[src/rtl/pfx_pkg.sv]
package pfx_pkg;
    typedef enum logic [2:0] {
        SEG_NONE = 3'd0, SEG_ES = 3'd1, SEG_CS = 3'd2, SEG_SS = 3'd3,
        SEG_DS = 3'd4, SEG_FS = 3'd5, SEG_GS = 3'd6
    } seg_e;

    typedef enum logic [1:0] {
        REP_NONE = 2'd0, REP_NZ = 2'd1, REP_Z = 2'd2
    } rep_e;

    localparam int NGRP     = 5;
    localparam int GRP_SEG  = 0;
    localparam int GRP_OPSZ = 1;
    localparam int GRP_ADSZ = 2;
    localparam int GRP_LOCK = 3;
    localparam int GRP_REP  = 4;

    typedef struct packed {
        logic            is_pfx;
        logic [NGRP-1:0] grp_hit;
        seg_e            seg;
        rep_e            rep;
    } cls_t;
endpackage

[src/rtl/pfx_classify.sv]
module pfx_classify
    import pfx_pkg::*;
(
    input  logic [7:0] byte_i,
    output cls_t       cls_o
);
    always_comb begin
        cls_o = '0;
        case (byte_i)
            8'h26: begin cls_o.grp_hit[GRP_SEG] = 1'b1; cls_o.seg = SEG_ES; end
            8'h2E: begin cls_o.grp_hit[GRP_SEG] = 1'b1; cls_o.seg = SEG_CS; end
            8'h36: begin cls_o.grp_hit[GRP_SEG] = 1'b1; cls_o.seg = SEG_SS; end
            8'h3E: begin cls_o.grp_hit[GRP_SEG] = 1'b1; cls_o.seg = SEG_DS; end
            8'h64: begin cls_o.grp_hit[GRP_SEG] = 1'b1; cls_o.seg = SEG_FS; end
            8'h65: begin cls_o.grp_hit[GRP_SEG] = 1'b1; cls_o.seg = SEG_GS; end
            8'h66: cls_o.grp_hit[GRP_OPSZ] = 1'b1;
            8'h67: cls_o.grp_hit[GRP_ADSZ] = 1'b1;
            8'hF0: cls_o.grp_hit[GRP_LOCK] = 1'b1;
            8'hF2: begin cls_o.grp_hit[GRP_REP] = 1'b1; cls_o.rep = REP_NZ; end
            8'hF3: begin cls_o.grp_hit[GRP_REP] = 1'b1; cls_o.rep = REP_Z; end
            default: cls_o.grp_hit = '0;
        endcase
        cls_o.is_pfx = |cls_o.grp_hit;
    end
endmodule

[src/rtl/pfx_group_slot.sv]
module pfx_group_slot #(
    parameter int POS_W = 4
) (
    input  logic             clk,
    input  logic             rst_n,
    input  logic             clear_i,
    input  logic             hit_i,
    input  logic [POS_W-1:0] pos_i,
    output logic             kill_o,
    output logic [POS_W-1:0] kill_pos_o
);
    typedef struct packed {
        logic             seen;
        logic [POS_W-1:0] pos;
    } slot_t;

    slot_t slot_d, slot_q;

    always_comb begin
        slot_d     = slot_q;
        kill_o     = hit_i && slot_q.seen;
        kill_pos_o = slot_q.pos;
        if (clear_i) begin
            slot_d = '0;
        end else if (hit_i) begin
            slot_d.seen = 1'b1;
            slot_d.pos  = pos_i;
        end
    end

    always_ff @(posedge clk) begin
        if (!rst_n) slot_q <= '0;
        else        slot_q <= slot_d;
    end
endmodule

[src/rtl/pfx_scan.sv]
module pfx_scan
    import pfx_pkg::*;
#(
    parameter int MAX_PFX = 14,
    localparam int CNT_W  = $clog2(MAX_PFX + 1),
    localparam int POS_W  = (MAX_PFX > 1) ? $clog2(MAX_PFX) : 1
) (
    input  logic               clk,
    input  logic               rst_n,
    input  logic               in_valid,
    input  logic [7:0]         in_byte,
    output logic               in_ready,
    output logic               res_valid,
    output logic [7:0]         res_opcode,
    output logic [2:0]         res_seg,
    output logic               res_opsz32,
    output logic               res_adsz32,
    output logic               res_lock,
    output logic [1:0]         res_rep,
    output logic [CNT_W-1:0]   res_count,
    output logic [MAX_PFX-1:0] res_drop,
    output logic               res_error
);
    typedef struct packed {
        seg_e               seg;
        logic               opsz;
        logic               adsz;
        logic               lock;
        rep_e               rep;
        logic [CNT_W-1:0]   cnt;
        logic [MAX_PFX-1:0] drop;
    } scan_t;

    typedef struct packed {
        logic               valid;
        logic [7:0]         opcode;
        seg_e               seg;
        logic               opsz;
        logic               adsz;
        logic               lock;
        rep_e               rep;
        logic [CNT_W-1:0]   cnt;
        logic [MAX_PFX-1:0] drop;
        logic               err;
    } res_t;

    scan_t scan_d, scan_q;
    res_t  res_d, res_q;
    logic  ready_d, ready_q;

    cls_t             cls;
    logic             take, full, accept_pfx, finish;
    logic [NGRP-1:0]  hits;
    logic [NGRP-1:0]  kill;
    logic [POS_W-1:0] kill_pos [NGRP];
    logic [POS_W-1:0] pos;
    logic [MAX_PFX-1:0] drop_new;

    pfx_classify u_cls (
        .byte_i (in_byte),
        .cls_o  (cls)
    );

    assign take       = in_valid && ready_q;
    assign full       = (scan_q.cnt == CNT_W'(MAX_PFX));
    assign accept_pfx = take && cls.is_pfx && !full;
    assign finish     = take && (!cls.is_pfx || full);
    assign hits       = accept_pfx ? cls.grp_hit : '0;
    assign pos        = POS_W'(scan_q.cnt);

    for (genvar g = 0; g < NGRP; g++) begin : g_slot
        pfx_group_slot #(.POS_W(POS_W)) u_slot (
            .clk        (clk),
            .rst_n      (rst_n),
            .clear_i    (finish),
            .hit_i      (hits[g]),
            .pos_i      (pos),
            .kill_o     (kill[g]),
            .kill_pos_o (kill_pos[g])
        );
    end

    always_comb begin
        drop_new = '0;
        for (int g = 0; g < NGRP; g++) begin
            if (kill[g]) drop_new[kill_pos[g]] = 1'b1;
        end
    end

    always_comb begin
        scan_d    = scan_q;
        res_d     = res_q;
        res_d.valid = 1'b0;
        ready_d   = 1'b1;

        if (accept_pfx) begin
            if (cls.grp_hit[GRP_SEG])  scan_d.seg  = cls.seg;
            if (cls.grp_hit[GRP_OPSZ]) scan_d.opsz = 1'b1;
            if (cls.grp_hit[GRP_ADSZ]) scan_d.adsz = 1'b1;
            if (cls.grp_hit[GRP_LOCK]) scan_d.lock = 1'b1;
            if (cls.grp_hit[GRP_REP])  scan_d.rep  = cls.rep;
            scan_d.cnt  = scan_q.cnt + CNT_W'(1);
            scan_d.drop = scan_q.drop | drop_new;
        end

        if (finish) begin
            res_d.valid  = 1'b1;
            res_d.opcode = in_byte;
            res_d.seg    = scan_q.seg;
            res_d.opsz   = scan_q.opsz;
            res_d.adsz   = scan_q.adsz;
            res_d.lock   = scan_q.lock;
            res_d.rep    = scan_q.rep;
            res_d.cnt    = scan_q.cnt;
            res_d.drop   = scan_q.drop;
            res_d.err    = cls.is_pfx;
            scan_d       = '0;
        end
    end

    always_ff @(posedge clk) begin
        if (!rst_n) begin
            scan_q  <= '0;
            res_q   <= '0;
            ready_q <= 1'b0;
        end else begin
            scan_q  <= scan_d;
            res_q   <= res_d;
            ready_q <= ready_d;
        end
    end

    assign in_ready   = ready_q;
    assign res_valid  = res_q.valid;
    assign res_opcode = res_q.opcode;
    assign res_seg    = res_q.seg;
    assign res_opsz32 = res_q.opsz;
    assign res_adsz32 = res_q.adsz;
    assign res_lock   = res_q.lock;
    assign res_rep    = res_q.rep;
    assign res_count  = res_q.cnt;
    assign res_drop   = res_q.drop;
    assign res_error  = res_q.err;
endmodule

[config.mk]
export PLATFORM = sky130hd
export DESIGN_NAME = pfx_scan
export DESIGN_NICKNAME = d
export VERILOG_FILES = /design/src/rtl/pfx_pkg.sv /design/src/rtl/pfx_classify.sv /design/src/rtl/pfx_group_slot.sv /design/src/rtl/pfx_scan.sv
export SDC_FILE = /design/constraint.sdc
export NUM_CORES = 1
export LEC_CHECK = 0
export CORE_MARGIN = 5
export CORE_UTILIZATION = 25
export CTS_CLUSTER_SIZE = 30
export DETAILED_ROUTE_END_ITERATION = 16
export PLACE_DENSITY_LB_ADDON = 0.12
export RECOVER_POWER = 50
export SLEW_MARGIN = 20
export SYNTH_ARGS = -nofsm -noshare
export SYNTH_HDL_FRONTEND = slang
export SYNTH_SLANG_ARGS = --single-unit
[constraint.sdc]
create_clock -name clk -period 2.3 [get_ports clk]
set_clock_uncertainty 0.1 [all_clocks]
set_input_delay 0.345 -clock clk [delete_from_list [all_inputs] [get_ports clk]]
set_output_delay 0.345 -clock clk [all_outputs]
set_load 0.005 [all_outputs]
After elaboration in Yosys (flattened, before gate mapping). Cells that the tools add are included.

Bits of input ports: 11. Register bits: 88. Logic and storage cells: 108.

Equal/unequal tests: 12. Muxes and demuxes: 25. Reduce and logical (&&, ||, !) cells: 26. $add $sub $neg: 1. Magnitude comparators: 10. Bitwise operators: 6.

Operators with widths (number): 2-to-1 mux 14 bit (5); OR 14 bit (5); 2-to-1 mux 36 bit (1); == test 8 x 6 -> 1 bit, second input constant (4); == test 8 x 7 -> 1 bit, second input constant (4); < comparator 4 x 5 -> 1 bit, second input constant (5); == test 8 bit, second input constant (3); demux 1 bit (select 4 bit) (5); >= comparator 4 x 1 -> 1 bit, second input constant (5); one-hot mux 3 bit (6 select lines) (1); logical AND 1 bit (14); 2-to-1 mux 1 bit (11); AND reduction 2 bit (5); OR reduction 6 bit (1); 2-to-1 mux 5 bit (1); OR reduction 5 bit (1); adder 4 x 1 -> 4 bit, second input constant (1); == test 4 bit, second input constant (1); one-hot mux 2 bit (2 select lines) (1); OR reduction 2 bit (2); logical NOT 1 bit (2); logical OR 1 bit (1); NOT 1 bit (1).

Logic depth before layout (Yosys ltp). Gate-level depths: netlist (run 1).

Depth in word-level cells: 18. Mapped depth: 10.

Hierarchy. A second synthesis (run 1) with hierarchy kept.

Cell total of the unflattened synthesis: 496. Area, all modules: 4167.7 um^2.

By module, submodules not included: pfx_scan (seq. area each 1261.2 um^2, cells each 360, times used 1, area an instance 2921.6 um^2); pfx_group_slot (seq. area each 100.1 um^2, cells each 22, times used 5, area an instance 217.7 um^2); pfx_classify (seq. area each 0.0 um^2, cells each 26, times used 1, area an instance 157.7 um^2).

Worst setup path after synthesis (run 1). OpenSTA, ideal clock, no wires.

Path kind: register -> register. Start point: reg scan_q, in the netlist pos[0]. End point: reg scan_q[1] (netlist bit). Library setup time: 75 ps. Clock period less this slack: 2372 ps. Cell stages (with the launch flop): 9. Setup slack: -72 ps. Arrival time: 2197 ps. Path buffers: 1. Data required time: 2125 ps. Cell sequence: dfxtp_1 > clkbuf_1 > inv_1 > ha_1 > and3_1 > nor4_4 > nand3b_4 > o221a_1 > a31oi_2.

Word-level cells in the longest chain between the ends: 15. Elaborated cells between the ends (all ways): 22.

Ends and longest elaborated chain: from (decl) (RTL line pfx_scan.sv:47) `scan_t scan_d, scan_q;`; from (signal assigned) (RTL line pfx_scan.sv:127) `scan_q <= scan_d;`; == test 4 bit (*) (RTL line pfx_scan.sv:65) `assign full = (scan_q.cnt == CNT_W'(MAX_PFX));`; logical NOT 1 bit (RTL line pfx_scan.sv:66) `assign accept_pfx = take && cls.is_pfx && !full;`; logical AND 1 bit (RTL line pfx_scan.sv:66); 2-to-1 mux 5 bit (RTL line pfx_scan.sv:68) `assign hits = accept_pfx ? cls.grp_hit : '0;`; logical AND 1 bit (RTL line pfx_group_slot.sv:21) `kill_o = hit_i && slot_q.seen;`; 2-to-1 mux 14 bit (RTL line pfx_scan.sv:86) `if (kill[g]) drop_new[kill_pos[g]] = 1'b1;`; OR 14 bit (no source line); 2-to-1 mux 14 bit (RTL line pfx_scan.sv:86); OR 14 bit (no source line); 2-to-1 mux 14 bit (RTL line pfx_scan.sv:86); OR 14 bit (no source line); 2-to-1 mux 14 bit (RTL line pfx_scan.sv:86); OR 14 bit (no source line); 2-to-1 mux 14 bit (RTL line pfx_scan.sv:86); OR 14 bit (RTL line pfx_scan.sv:103) `scan_d.drop = scan_q.drop | drop_new;`.

Mark *: on every way between the ends. The rest lies on a longest branch, timed or not. A chain may end at the register's enable or synchronous reset.

Worst setup path in the final report (run 1).
Start point: in in_byte[6]. End point: reg scan_q[1] (netlist bit).

Word-level cells in the longest chain between the ends: 18. Elaborated cells between the ends (all ways): 41.

Ends and longest elaborated chain: from (decl) (RTL line pfx_scan.sv:11) `input logic [7:0] in_byte,`; == test 8 x 6 -> 1 bit (tied with other cells) (RTL line pfx_classify.sv:9) `case (byte_i)`; OR reduction 6 bit (no source line) / OR reduction 2 bit (equally long branches); 2-to-1 mux 1 bit (RTL line pfx_classify.sv:9); OR reduction 5 bit (RTL line pfx_classify.sv:23) `cls_o.is_pfx = |cls_o.grp_hit;`; logical AND 1 bit (2 in series) (RTL line pfx_scan.sv:66); 2-to-1 mux 5 bit (RTL line pfx_scan.sv:68); logical AND 1 bit (RTL line pfx_group_slot.sv:21); 2-to-1 mux 14 bit (RTL line pfx_scan.sv:86); OR 14 bit (no source line); 2-to-1 mux 14 bit (RTL line pfx_scan.sv:86); OR 14 bit (no source line); 2-to-1 mux 14 bit (RTL line pfx_scan.sv:86); OR 14 bit (no source line); 2-to-1 mux 14 bit (RTL line pfx_scan.sv:86); OR 14 bit (no source line); 2-to-1 mux 14 bit (RTL line pfx_scan.sv:86); OR 14 bit (RTL line pfx_scan.sv:103).

Parallel ways exist; a longest one is shown, timed or not.

==> results of run 1 <==
==> power groups by stage <==
stage,Sequential [W],Combinational (W),Clock [W]
2_1_floorplan,0.00152,0.000125,0
3_5_place_dp,0.00152,0.000258,0
5_1_grt,0.00149,0.000271,0.00145
6_report,0.00149,0.000252,0.00134
4_1_cts,0.00149,0.000259,0.00140
3_3_place_gp,0.00152,0.000257,0
==> metal layers <==
layer | global-route usage [%] | vias to the layer above | wire, um
li1 | - | 2001 | -
met4 | 4.90 | 0 | 202
met3 | 2.24 | 16 | 548
met1 | 21.5 | 1923 | 7190
met5 | 0 | - | 0
met2 | 22.3 | 84 | 6400
==> sequential cells by signal, indices dropped and copies added (netlist names), 2 cells and up <==
name / flops
res_rep: 2
g_slot.u_slot.kill_pos_o: 20
res_seg: 3
scan_q: 22
res_drop: 14
g_slot.u_slot.slot_q: 2
pos: 4
res_opcode: 8
res_count: 4
==> how the worst max path moves through the flow <==
| stage | endpoint | slack [ns] | depth (start not counted) |
|---|---|---|---|
| after CTS | scan_q[13] | 0.05 | 9 |
| final | scan_q[1] | 0.1 | 8 |
| after global routing | scan_q[13] | 0.005 | 9 |
| after global placement | scan_q[12] | -0.46 | 6 |
| after floorplan | scan_q[1] | 0.003 | 8 |
| after detailed placement | scan_q[12] | -0.36 | 6 |
==> repair_timing <==
item,CTS,global route
gates resized for setup,1,4
gates cloned,0,0
hold endpoints to repair,0,0
buffers inserted,0,0
pin swaps,0,1
setup endpoints to repair,1,12
==> kinds of logic after synthesis <==
family,synth area share (%)
AOI/OAI and AO/OA,12.2
xor gates and xnor gates,0.409
adders and majority gates,0.584
buffers and inverters,4.67
DFF,39.7
muxes,11.9
and+or+nand+nor,30.4
==> stage by stage <==
stage	cell area, um2	setup slack, ns
6_report	5800	0.0996
5_1_grt	5800	0.00488
4_1_cts	5810	0.0539
3_5_place_dp	5530	-0.364
3_3_place_gp	5530	-0.457
2_1_floorplan	4290	0.00323
==> cell type report <==
class / count / area share, %
flip-flops and latches: 85 / 29.3
multi-input cells: 375 / 41.5
clock inverters: 3 / 0.367
repair buffers: 127 / 19.3
inverters: 7 / 0.453
clock buffers: 13 / 4.31
well taps: 220 / 4.74
==> Yosys cell counts, types with 2 or more instances <==
master,count
dfxtp_1,85
a211oi_1,4
a41oi_1,4
nand4b_1,5
inv_1,7
mux2i_1,51
o21ai_0,5
o211a_1,2
a32o_1,2
o221a_1,4
and3b_1,2
nand4_1,16
a31oi_2,2
nor2b_1,6
and4_1,3
o22ai_1,3
nand2_1,107
clkbuf_1,15
a21oi_1,18
buf_4,5
nand2b_1,6
nor2_1,44
nor3b_1,5
and3_1,6
nor3_2,2
or3_1,4
a31oi_1,15
ha_1,2
nor3_1,2
nand3_1,12
nor4_1,5
buf_2,12
xnor2_1,2
a22oi_1,2
a221oi_1,2
nand3b_1,6
nor4_2,4
and2_1,4
==> critical path: cells and delay by family <==
family | cells | cell delay, ns
simple gates | 3 | 0.62
buf+inv | 3 | 0.99
compound gates | 2 | 0.40
==> run metrics, run 1 <==
Slowest cell on crit path clkdlybuf4s50_1; CTS root buf clkbuf_16; top-area cell type share of the netlist area 39.7%; Crit Reg-Reg Startpoint pos[0]; Crit path largest cell delay 0.58 ns; CTS H-tree lvls 3; Sink Count 85; number of global-route vias before repair around 4000; Layout Nets between 600 and 700; Crit path top cell by count buf_4; Fmax 454 MHz; setup violators final 0; worst path arrival time 2.37 ns; P_sw approximately 0.0007 W; Cells after DPL between 800 and 900; Detailed Route WL 14.3 mm; Crit Reg-Reg Endpoint scan_q[13]; crit end category flop; fin crit share 95.7%; syn nets 515; Slew headroom between 50 and 60%; post-synthesis cell area 0.00428 mm2; Max rail drop VDD approximately 0.32 mV; vias per cell 4.85; Hold Path Cell Cnt 1; first-pass GRT wire length 22.6 mm; total gr overflow 0; CTS buffer count 9; # port buffers 47; Die ar. a little under 0.02 mm2; crit-path cells clkdlybuf4s50_1 -> nand2b_1 -> buf_4 -> nor4_4 -> buf_4 -> nand3b_4 -> o221a_1 -> a31oi_2; minimum hold slack 0.178 ns; PwrDens around 530 mW/mm2; Distinct cells, synth slightly below 60; Seq cells post-synth 85; post-route core utilization 34.7%; Die Y-Extent 141 um; Comb pwr share under 10%; CTS clk-pin slew, worst paths 0.06 ns; total negative setup slack 0 ns; row count 47; cell leakage power 2.12 nW; Top-Level Pins 48; Worst Tran Pin Value 0.697 ns; status finished clean; Async SR Flop Fraction 0%; DP HPWL 11.5 mm; ys flop type dfxtp_1; most common cell after layout, fill and taps aside nand2_1; fin cells 830; top post-synthesis cells by area dfxtp_1, mux2i_1, nand2_1, nor2_1, nand4_1; Initial Util around 26%; cells after synthesis 502; drt drc 0; flop2flop setup slack approximately 0.15 ns; Clock Latency Late Sink between 0.3 and 0.4 ns; Sequential Power Share 48.4%; number of flops mapped to enable cells by yosys 0; CTS tree built; Synth Area per Inst 8.53 um2; critical path class input port to flop; Filler Cells Inserted 1749; switch share a little under a quarter; Final Wtd Congestion approximately 0.87; share of cells above drive strength 1 18.4%; CP Launch Point in_byte[6]; reg2reg path depth 9; clock buffer depth 2; area grow syn2layout 35.5%; Final Hold Viols 0; largest net degree at the start of global routing 62; Core ar. 0.0167 mm2; internal power 0.00236 W; commonest cells after routing, fill and taps aside nand2_1, dfxtp_1, buf_4, mux2i_1, nor2_1; Routed WL per cell approximately 17 um; Routed Antenna Nets 0; PnR Total Power 0.00308 W; antenna cells 0; multi-input logic area 0.00241 mm2; unrepaired setup endpoints after global routing false; hold endpoint in_ready; Initial DRC Count 257; Tmin final ~2.2 ns; Max Slew Vio Count 0; CP required 2.47 ns; Die W 141 um; clock power share a little over two fifths; CP startpoint kind input port; Hold Buf Count CTS 0; initial antenna violation count 0; worst hold start rst_n; worst min path class input port to flop; All-Layer GR Usage 14.8%; crit path max fanout 6; sequential area share after synthesis 39.7%; FF/Latch Area 0.00170 mm2; Max-cap violations 0; DR pass1 iterations 5; Syn. warnings 0; via count 4024; Synth area leader dfxtp_1
Power figures use the tool's default switching activity.
==> run 2, diff against run 1 <==
- HOLD_SLACK_MARGIN: not set -> 0.03
- clock period: 2.3 -> 2.8 ns (I/O delays scaled with it)
==> run 2 against run 1 <==
  * Final cell count is 5.4% lower
  * Power is 13% lower
  * Via count is 5.0% lower
  * Combinational power fell by 29%
  * Critical path type unchanged
==> run metrics, run 2 (synthesis results as in run 1) <==
status finished clean; CTS clk-pin slew, worst paths 0.06 ns (about the same); M2 GR Usage 21.2% (-1.2 points); Layout Nets 574 (-7.1%); vias per cell 4.87 (+0.40%); CTS H-tree lvls 3 (unchanged); Crit Reg-Reg Startpoint pos[0]; setup ws final 0.315 ns (+0.216 ns); Hold Buf Count CTS 0 (unchanged); All-Layer GR Usage 14.4% (-0.41 points); initial antenna violation count 0 (unchanged); PwrDens 491 mW/mm2 (-7.4%); cell leakage power 1.88 nW (-11%); via count 3821 (-5.0%); Initial Util 25.6% (unchanged); Routed Antenna Nets 0 (unchanged); setup violators final 0 (unchanged); commonest cells after routing, fill and taps aside nand2_1, dfxtp_1, mux2i_1, nor2_1, dlygate4sd3_1; drt drc 0 (unchanged); Crit Reg-Reg Endpoint scan_q[5]; number of flip-flops in the largest register 22 (unchanged); Final Hold Viols 0 (unchanged); share of cells above drive strength 1 11.9% (-6.5 points); Tmin final 2.48 ns; Fmax 402 MHz; CP startpoint kind input port; number of global-route vias before repair 3673 (-5.7%); Hold Path Cell Cnt 2 (+1); worst min path class flop to flop; clock buffer depth 2 (unchanged); total negative setup slack 0 ns (unchanged); Max rail drop VDD 0.287 mV (-11%); first-pass GRT wire length 21.9 mm (-2.8%); Die Y-Extent 141 um (unchanged); critical path class input port to flop; Die ar. 0.0198 mm2 (unchanged); Sink Count 85 (unchanged); Routed WL per cell 17.8 um (+3.1%); Clock Latency Late Sink 0.35 ns (about the same); minimum hold slack 0.353 ns (+0.175 ns); Detailed Route WL 14.0 mm (-2.5%); clock power share 47.7% (+4.3 points); Slowest cell on crit path dlygate4sd3_1; total gr overflow 0 (unchanged); Post-CTS Resized 0 (-1); CP required 2.95 ns (+0.48 ns); Initial DRC Count 215 (-16%); crit end category flop; Top reg by flops scan_q; reg2reg path depth 8 (-1); CTS buffer count 9 (unchanged); Worst Tran Pin Value 0.926 ns (+0.229 ns); largest net degree at the start of global routing 62 (unchanged); switch share 22.9% (-0.33 points); Core ar. 0.0167 mm2 (unchanged); # Post-CTS Setup Buffers 0 (unchanged); hold endpoint res_opcode[7]; P_sw 0.000615 W (-14%); row count 47 (unchanged); crit-path cells dlygate4sd3_1 -> nand4b_1 -> o31ai_1 -> a32o_1 -> a21oi_4 -> buf_6 -> and2_1; DP HPWL 10.7 mm (-7.0%); crit path max fanout 35 (+29); M1 GR Usage 20.5% (-0.98 points); CTS tree built; unrepaired setup endpoints after global routing false; Sequential Power Share 45.6% (-2.8 points); grt peak-use layer met2; Max-cap violations 0 (unchanged); # port buffers 47 (unchanged); internal power 0.00207 W (-12%); Max Slew Vio Count 0 (unchanged); Comb pwr share 6.7% (-1.5 points); post-route core utilization 32.7% (-2.0 points); antenna cells 0 (unchanged); worst path arrival time 2.63 ns (+0.26 ns); flop2flop setup slack 0.35 ns (+0.20 ns); Die W 141 um (unchanged); most common cell after layout, fill and taps aside nand2_1; worst hold start res_opcode[7]; CTS root buf clkbuf_16; Final Wtd Congestion 0.846 (-2.9%); fin crit share 88.7%; Top-Level Pins 48 (unchanged); DR pass1 iterations 5 (unchanged); Crit path largest cell delay 0.66 ns (+0.08 ns); worst slack, placed 0.102 ns (+0.466 ns); area grow syn2layout 27.5%; Slew headroom 38.1% (-15 points); met3 GRT Util 3.56% (+1.3 points)
-- run 2: cell types whose count changed in the layout (fill, tap and decap cells not counted), moves of 2 or more --
cell and change:
bufinv_16 +2, buf_4 -39, clkbuf_1 -3, clkbuf_2 -2, buf_12 -3
-- run 2: worst max-delay path, delay by kind of cell --
family,cells,cell delay [ns]
simple gates,2,0.54
compound gates,3,0.73
buf+inv,2,0.89
-- run 2: layout make-up --
class | instances | area, um2
multi-input cells | 375 | 2390
clock inverters | 6 | 88.8
clock buffers | 9 | 225
inverters | 7 | 26.3
well taps | 220 | 275
fillers | 1789 | 11200
repair buffers | 83 | 759
flip-flops and latches | 85 | 1700
-- run 2: worst max path at each step --
stage	startpoint	end	cells past startpoint
after floorplan	pos[0]	scan_q[1]	8
after global placement	in_byte[5]	scan_q[11]	6
after detailed placement	in_byte[5]	scan_q[9]	7
after CTS	pos[0]	scan_q[5]	8
after global routing	in_byte[4]	pos[1]	7
final	in_byte[4]	res_valid	7
-- run 2: stage by stage --
stage                     std cells  power (W)  cell area, um2
after floorplan                 502    0.00135            4280
after global placement          770    0.00144            5180
after detailed placement        770    0.00144            5180
after CTS                       785    0.00273            5490
after global routing            785    0.00279            5460
final                           785    0.00268            5460
-- run 2: per-layer routing --
metal  up-vias  wire length (um)
met1      1781              7040
met4         0               340
met5         -                 0
met3        18               667
met2       103              5940
li1       1919                 -
-- run 2: power groups by stage --
stage | sequential [W] | clock (W) | combinational, W
after floorplan | 0.00125 | 0 | 0.000102
after global placement | 0.00125 | 0 | 0.000188
after detailed placement | 0.00125 | 0 | 0.000188
after CTS | 0.00122 | 0.00132 | 0.000188
after global routing | 0.00122 | 0.00137 | 0.000196
final | 0.00122 | 0.00128 | 0.000180
